### src/rtl/pwmcmp_pkg.sv
package pwmcmp_pkg;
  typedef enum logic {FN_PWM = 1'b0, FN_CMP = 1'b1} fn_e;

  // dead-band length in fast cycles for a code
  function automatic int unsigned db_len(input logic [1:0] code, input int unsigned unit);
    return unit << code;
  endfunction
endpackage

### src/rtl/pwmcmp_tickgen.sv
module pwmcmp_tickgen #(
  parameter int SYNC = 2
) (
  input  logic clk,
  input  logic rst_n,
  input  logic src_sel,
  input  logic inv,
  input  logic clk_a,
  input  logic clk_b,
  output logic tick
);
  localparam int NSRC = 2;

  logic [NSRC-1:0] raw_in;
  logic [NSRC-1:0] synced;
  logic            sel_lvl;
  logic            prev_lvl;

  assign raw_in = {clk_b, clk_a};

  for (genvar s = 0; s < NSRC; s++) begin : g_sync
    logic [SYNC-1:0] chain;
    always_ff @(posedge clk or negedge rst_n) begin
      if (!rst_n) chain <= '0;
      else        chain <= {chain[SYNC-2:0], raw_in[s]};
    end
    assign synced[s] = chain[SYNC-1];
  end

  assign sel_lvl = synced[src_sel];

  always_ff @(posedge clk or negedge rst_n) begin
    if (!rst_n) prev_lvl <= 1'b0;
    else        prev_lvl <= sel_lvl;
  end

  assign tick = inv ? (~sel_lvl & prev_lvl) : (sel_lvl & ~prev_lvl);

  // ticks are single-cycle pulses
  assert_tick_single_R9: assert property (@(posedge clk) disable iff (!rst_n)
    tick |=> !tick);
endmodule

### src/rtl/pwmcmp_opmux.sv
module pwmcmp_opmux #(
  parameter int W = 8,
  parameter int N = 4
) (
  input  logic [N-1:0][W-1:0]     src,
  input  logic [$clog2(N)-1:0]    sel,
  output logic [W-1:0]            y
);
  always_comb begin
    y = '0;
    for (int i = 0; i < N; i++) begin
      if (sel == i[$clog2(N)-1:0]) y = src[i];
    end
  end
endmodule

### src/rtl/pwmcmp_core.sv
module pwmcmp_core #(
  parameter int W = 8
) (
  input  logic         clk,
  input  logic         rst_n,
  input  logic         tick,
  input  logic         en,
  input  logic         mode,
  input  logic [W-1:0] op_a,
  input  logic [W-1:0] op_b,
  output logic         pwm_raw,
  output logic         match
);
  logic [W-1:0] cnt;

  always_ff @(posedge clk or negedge rst_n) begin
    if (!rst_n) begin
      cnt     <= '0;
      pwm_raw <= 1'b0;
      match   <= 1'b0;
    end else if (tick) begin
      if (!en) begin
        cnt     <= '0;
        pwm_raw <= 1'b0;
        match   <= 1'b0;
      end else begin
        cnt     <= cnt + 1'b1;
        pwm_raw <= mode ? (cnt <= op_b) : (cnt < op_b);
        match   <= mode ? (op_a >= op_b) : (op_a > op_b);
      end
    end
  end

  // state moves only on the active tick
  assert_hold_between_ticks_R9: assert property (@(posedge clk) disable iff (!rst_n)
    !tick |=> ($stable(pwm_raw) && $stable(match)));

  // counter held at zero while disabled
  assert_cnt_held_R10: assert property (@(posedge clk) disable iff (!rst_n)
    (tick && !en) |=> (cnt == '0));
endmodule

### src/rtl/pwmcmp_deadband.sv
module pwmcmp_deadband #(
  parameter int CW = 4
) (
  input  logic          clk,
  input  logic          rst_n,
  input  logic          req,
  input  logic [CW-1:0] dly,
  output logic          out
);
  logic [CW-1:0] cnt;

  always_ff @(posedge clk or negedge rst_n) begin
    if (!rst_n) begin
      cnt <= '0;
      out <= 1'b0;
    end else if (!req) begin
      cnt <= '0;
      out <= 1'b0;
    end else if (cnt >= dly) begin
      out <= 1'b1;
    end else begin
      cnt <= cnt + 1'b1;
    end
  end

  // falling edge passes without delay
  assert_fall_prompt_R4: assert property (@(posedge clk) disable iff (!rst_n)
    !req |=> !out);
endmodule

### src/rtl/pwmcmp_top.sv
module pwmcmp_top #(
  parameter int W       = 8,
  parameter int DB_UNIT = 1
) (
  input  logic           clk,
  input  logic           rst_n,
  input  logic           en,
  input  logic           func_sel,
  input  logic           mode_sel,
  input  logic [1:0]     db_sel,
  input  logic           clk_inv,
  input  logic           clk_src,
  input  logic           div_clk_in,
  input  logic           route_clk_in,
  input  logic [1:0]     a_sel,
  input  logic [1:0]     b_sel,
  input  logic [W-1:0]   adc_data,
  input  logic [2*W-1:0] spi_word,
  input  logic [W-1:0]   fsm_val,
  input  logic [W-1:0]   a_const,
  input  logic [W-1:0]   b_const,
  input  logic [W-1:0]   cnt_low,
  output logic           pwm_p,
  output logic           out_n
);
  import pwmcmp_pkg::*;

  localparam int NSRC  = 4;
  localparam int MAXD  = DB_UNIT * 8;
  localparam int CW    = $clog2(MAXD + 1);
  localparam int NCH   = 2;

  fn_e                   fn;
  logic                  tick;
  logic [NSRC-1:0][W-1:0] a_src, b_src;
  logic [W-1:0]          op_a, op_b;
  logic                  pwm_raw, match;
  logic [CW-1:0]         dly;
  logic [NCH-1:0]        req, db_out;

  assign fn = fn_e'(func_sel);

  pwmcmp_tickgen #(.SYNC(2)) u_tick (
    .clk(clk), .rst_n(rst_n), .src_sel(clk_src), .inv(clk_inv),
    .clk_a(div_clk_in), .clk_b(route_clk_in), .tick(tick)
  );

  assign a_src = {a_const, fsm_val, spi_word[2*W-1:W], adc_data};
  assign b_src = {cnt_low, spi_word[W-1:0], b_const, fsm_val};

  pwmcmp_opmux #(.W(W), .N(NSRC)) u_mux_a (.src(a_src), .sel(a_sel), .y(op_a));
  pwmcmp_opmux #(.W(W), .N(NSRC)) u_mux_b (.src(b_src), .sel(b_sel), .y(op_b));

  pwmcmp_core #(.W(W)) u_core (
    .clk(clk), .rst_n(rst_n), .tick(tick), .en(en), .mode(mode_sel),
    .op_a(op_a), .op_b(op_b), .pwm_raw(pwm_raw), .match(match)
  );

  assign dly = CW'(db_len(db_sel, DB_UNIT));
  assign req[0] = en && (fn == FN_PWM) && pwm_raw;
  assign req[1] = en && (fn == FN_PWM) && !pwm_raw;

  for (genvar c = 0; c < NCH; c++) begin : g_db
    pwmcmp_deadband #(.CW(CW)) u_db (
      .clk(clk), .rst_n(rst_n), .req(req[c]), .dly(dly), .out(db_out[c])
    );
  end

  assign pwm_p = db_out[0] && (fn == FN_PWM);
  assign out_n = (fn == FN_CMP) ? (en && match) : db_out[1];

  assert_no_overlap_R5: assert property (@(posedge clk) disable iff (!rst_n)
    !(pwm_p && out_n));

  assert_off_when_disabled_R10: assert property (@(posedge clk) disable iff (!rst_n)
    !en |=> !pwm_p);

  assert_cmp_quiet_p_R1: assert property (@(posedge clk) disable iff (!rst_n)
    func_sel |-> !pwm_p);
endmodule

### config.mk
export PLATFORM = sky130hd
export DESIGN_NAME = pwmcmp_top
export DESIGN_NICKNAME = d
export VERILOG_FILES = /design/src/rtl/pwmcmp_pkg.sv /design/src/rtl/pwmcmp_tickgen.sv /design/src/rtl/pwmcmp_opmux.sv /design/src/rtl/pwmcmp_core.sv /design/src/rtl/pwmcmp_deadband.sv /design/src/rtl/pwmcmp_top.sv
export SDC_FILE = /design/constraint.sdc
export NUM_CORES = 1
export LEC_CHECK = 0
export BUFFER_PORTS_ARGS = -buffer_cell sky130_fd_sc_hd__buf_2
export CAP_MARGIN = 40
export CORE_MARGIN = 2
export CORE_UTILIZATION = 37
export CTS_CLUSTER_DIAMETER = 80
export DETAILED_ROUTE_END_ITERATION = 8
export PLACE_DENSITY = 0.73
export SYNTH_ARGS = -nofsm -noshare
export SYNTH_HDL_FRONTEND = slang
export SYNTH_SLANG_ARGS = --single-unit
### constraint.sdc
create_clock -name clk -period 5.5 [get_ports clk]
set_clock_uncertainty 0.05 [all_clocks]
set_input_delay 1.1 -clock clk [delete_from_list [all_inputs] [get_ports clk]]
set_output_delay 1.1 -clock clk [all_outputs]
set_load 0.005 [all_outputs]
==> flow_summary.rst <==
.. list-table::
   :header-rows: 1

   * - Metric
     - Value
   * - Via count
     - 1751
   * - Max rail drop VDD
     - 90.6 uV
   * - Signal arrival time at the worst endpoint
     - ~3100 ps
   * - Vias per std cell
     - around 5.1
   * - All-Layer GR Usage
     - between 10% and 20%
   * - # Post-CTS Setup Buffers
     - 0
   * - Number of detailed-routing iterations run before antenna repair
     - 4
   * - Setup repair after global routing missed its margin
     - false
   * - Data required time of the worst path
     - 5610 ps
   * - Crit path max fanout
     - 8
   * - Final period util
     - between 50 and 60%
   * - Number of buffers created by CTS
     - 3
   * - Switching share of power
     - about 30%
   * - Synthesized net count
     - around 300
   * - Reg-to-reg startpoint
     - g_db[1].u_db.cnt[0]$_DFFE_PN0P_
   * - Wire length of the first global-routing pass
     - a little under 8 mm
   * - Basic-gate share of the synthesized area counting and, or, nand and nor cells
     - between 10% and 20%
   * - Cell types with the largest area share after synthesis
     - sky130_fd_sc_hd__dfrtp_1 (31%), sky130_fd_sc_hd__mux4_2 (18%), sky130_fd_sc_hd__ha_1 (17%)
   * - Library cell used as clock root buffer
     - sky130_fd_sc_hd__clkbuf_8
   * - Final ANT Viol Nets
     - 0
   * - Source of the worst hold timing path
     - u_tick.g_sync[1].chain[0]$_DFF_PN0_
   * - Half-perimeter wire length after detailed placement
     - between 3 and 4 mm
   * - Post-Synth XOR/XNOR Area
     - roughly 2.6%
   * - Pint
     - 0.000328 W
   * - Worst Max-Slew Pin Slew
     - roughly 560 ps
   * - Layout cells sized above 1
     - around 37%
   * - Combinational Power Share
     - approximately a third
   * - Synthesis-to-layout area growth
     - 23.5%
   * - RD Place Congestion
     - between 0.8 and 0.9
   * - Core area
     - 5410 sq um
   * - Pin count of the biggest net entering global routing
     - 26
   * - Area of the die
     - around 6100 sq um
   * - Placed instance count
     - roughly 340
   * - Die extent in x
     - 78.4 microns
   * - Count of standard-cell rows
     - 27
   * - Vias in the first global route
     - between 1500 and 2000
   * - Final std cells w/o fill
     - around 340
   * - Overall die height
     - 78.4 microns
   * - Net switching power
     - 0.000143 W
   * - Number of instances resized during post-cts repair
     - 0
   * - Number of distinct standard cells referenced by the synthesized netlist
     - 35
   * - Total wire length after detailed routing
     - around 4.4 mm
   * - Critical Path Slowest Stage Cell
     - sky130_fd_sc_hd__mux4_2
   * - Proportion of power drawn by flip-flops and latches
     - between 40% and 50%
   * - Combined area of all synthesized cells
     - ~2000 sq um
   * - Worst slew slack as a fraction of its limit
     - 63.0%
   * - I/O pin total
     - 73
   * - Share of Yosys cell area claimed by the top area cell type
     - 30.6%
   * - Layout filler cell count
     - ~540
   * - Sink count of the clock tree
     - 25
   * - Largest family of logic cells by synthesized area
     - multiplexers
   * - Hold Buf Count CTS
     - 0
   * - Total negative slack for setup checks
     - 0 ps
   * - # Max-Cap Violations
     - 0
   * - Total of endpoints with negative setup slack in the final report
     - 0
   * - WL per Instance
     - between 10 and 15 microns
   * - Multiplexer share of the synthesized area
     - about a fifth
   * - Level count of the clock H-tree
     - 1
   * - DR iter-0 viols
     - 43
   * - CTS tree
     - yes
   * - CP peak stage delay
     - about 540 ps
   * - Critical setup path kind
     - in -> reg
   * - Series of cell instances along the critical path
     - buf_2, mux4_2, ha_1, nand2_1, a21oi_1, a2111oi_0, o31ai_1, a32o_1
   * - Area of all placed cells without fillers
     - about 2500 sq um
   * - Worst min-delay path category
     - reg -> reg
   * - Post-Place Cell Area
     - between 2000 and 2500 sq um
   * - Critical Path End Type
     - flip-flop
   * - Cell count after synthesis
     - 198
   * - Synthesis-stage register bit count
     - 25
   * - Proportion of synthesized flip-flops having asynchronous set or reset
     - 100%
   * - Max Clock Freq
     - 335 MHz
   * - Cell taking the most area after synthesis
     - sky130_fd_sc_hd__dfrtp_1
   * - Synth Flop Type
     - sky130_fd_sc_hd__dfrtp_1
   * - Post-route DRC violation count
     - 0
   * - Compound-gate portion of the synthesized area
     - approximately 13%
   * - Total count of max-transition violations in the final report
     - 0
   * - R2r setup slk
     - ~3500 ps
   * - Hold Crit Depth
     - 0
   * - Clock Power Share
     - a little under a quarter
   * - Number of warnings reported in the yosys synthesis log
     - 0
   * - Count of port buffers added during placement
     - just over 70
   * - Worst Slack Setup Final
     - ~2500 ps
   * - Share of the yosys chip area belonging to registers
     - 30.6%
   * - Shortest period the worst path allows
     - 2990 ps
   * - Number of enable-type register cells in the synthesized netlist
     - 0
   * - Initial core utilization
     - between 30 and 40%
   * - Count of nets after finishing
     - approximately 370
   * - Critical path startpoint category
     - input port
   * - Destination of the worst hold path
     - u_tick.g_sync[1].chain[1]$_DFF_PN0_
   * - Power Dens Cells
     - 186 nW/um^2
   * - Result of the run
     - finished clean
   * - Antenna cells
     - 0
   * - Reg-to-Reg End
     - g_db[1].u_db.cnt[2]$_DFFE_PN0P_
   * - Buffer depth of the longest clock path
     - 2
   * - Clk pin slew, worst setup/hold paths
     - 90 ps
   * - Congestion Overflow GR
     - 0
   * - Initial antenna violation count
     - 0
   * - Clock Latency Late Sink
     - 270 ps
   * - Mean cell area of the mapped netlist
     - approximately 10 sq um
   * - Post-synthesis share of cell area spent on full adders, half adders and majority gates
     - between 10% and 20%
   * - Dpl ws
     - about 2200 ps
   * - Cell depth of the worst flop-to-flop path
     - 7
   * - Final count of hold timing violations
     - 0
   * - Static leakage power
     - 1.21 nW
logic make-up (layout without fill, tap and decap cells):
| kind of cell | count (synthesis) | after routing |
|---|---|---|
| compound gates | 40 | 40 |
| xor+xnor | 6 | 6 |
| fa+ha+maj | 27 | 27 |
| buf+inv | 19 | 90 |
| flops | 25 | 25 |
| mux | 18 | 18 |
| simple gates | 63 | 63 |
power groups by stage:
stage                     Combinational [W]  Clock [W]  Sequential, W
after global placement             0.000148          0       0.000214
final                              0.000152   0.000108       0.000211
after detailed placement           0.000154          0       0.000215
after CTS                          0.000154   0.000114       0.000211
after global routing               0.000175   0.000121       0.000213
after floorplan                    0.000102          0       0.000211
sequential cells by signal, summed over array words and instances (netlist names):
signal	flops
g_db.u_db.cnt	8
u_core.cnt	8
u_tick.g_sync.chain	4
g_db.u_db.out	2
u_core.match	1
u_core.pwm_raw	1
u_tick.prev_lvl	1
through the flow:
stage / utilization (%) / total power (W) / hold slack (ps)
CTS: 46.7 / 0.000479 / 307
global placement: 45.7 / 0.000362 / 282
finish: 46.7 / 0.000471 / 304
global route: 46.7 / 0.000509 / 321
detailed placement: 45.8 / 0.000369 / 286
floorplan: - / 0.000313 / 281
worst max-delay path, delay by kind of cell:
kind | cells | cell delay, ps
AOI/OAI and AO/OA | 4 | 780
buffers and inverters | 1 | 240
muxes | 1 | 540
adders and majority gates | 1 | 330
and+or+nand+nor | 1 | 100
cell type report:
class                      instances  area (sq um)  area share, %
clock buffer                       3          41.3           1.63
clock inverter                     1          7.51          0.297
inverter                          13          48.8           1.93
multi-input combinational        154          1350           53.2
sequential                        25           626           24.8
tap                               72          90.1           3.57
timing repair buffer              73           368           14.6
layer usage:
layer / track usage [%] / vias to the layer above / wire, microns
li1: - / 874 / -
met1: 18.7 / 811 / 1900
met2: 30.6 / 64 / 2220
met3: 1.38 / 2 / 249
met4: 3.68 / 0 / 36
met5: 0 / - / 0
cells in the mapped netlist, types with 2 or more instances:
cell	number
sky130_fd_sc_hd__a2111oi_2	2
sky130_fd_sc_hd__a211oi_1	2
sky130_fd_sc_hd__a21o_1	2
sky130_fd_sc_hd__a21oi_1	9
sky130_fd_sc_hd__a31oi_1	2
sky130_fd_sc_hd__and2_1	3
sky130_fd_sc_hd__and3_1	2
sky130_fd_sc_hd__buf_2	3
sky130_fd_sc_hd__clkbuf_1	3
sky130_fd_sc_hd__dfrtp_1	25
sky130_fd_sc_hd__ha_1	27
sky130_fd_sc_hd__inv_1	13
sky130_fd_sc_hd__mux4_2	16
sky130_fd_sc_hd__nand2_1	16
sky130_fd_sc_hd__nand2b_1	6
sky130_fd_sc_hd__nand3_1	6
sky130_fd_sc_hd__nand4_1	2
sky130_fd_sc_hd__nor2_1	17
sky130_fd_sc_hd__nor2b_1	2
sky130_fd_sc_hd__o21ai_0	15
sky130_fd_sc_hd__o31ai_1	5
sky130_fd_sc_hd__or2_2	3
sky130_fd_sc_hd__xnor2_1	2
sky130_fd_sc_hd__xor2_1	4
layout by cell type, fill, tap and decap left out, drive strengths merged, types with 2 or more instances in the layout:
cell type	count
a2111oi	3
a211oi	2
a21o	2
a21oi	9
a31oi	2
and2	3
and3	2
buf	73
clkbuf	3
dfrtp	25
ha	27
inv	13
mux4	16
nand2	16
nand2b	6
nand3	6
nand4	2
nor2	17
nor2b	2
o21ai	15
o31ai	5
or2	4
xnor2	2
xor2	4
how the worst max path moves through the flow:
stage / cells past startpoint / startpoint / slack (ps) / end
final: 8 / a_sel[0] / 2510 / u_core.match$_DFFE_PN0P_
after detailed placement: 8 / a_sel[0] / 2230 / u_core.match$_DFFE_PN0P_
after global routing: 9 / b_sel[0] / 2430 / u_core.match$_DFFE_PN0P_
after floorplan: 8 / b_sel[1] / 2300 / u_core.match$_DFFE_PN0P_
after global placement: 8 / a_sel[0] / 2280 / u_core.match$_DFFE_PN0P_
after CTS: 8 / a_sel[0] / 2510 / u_core.match$_DFFE_PN0P_
(Power assumes the default switching activity.)
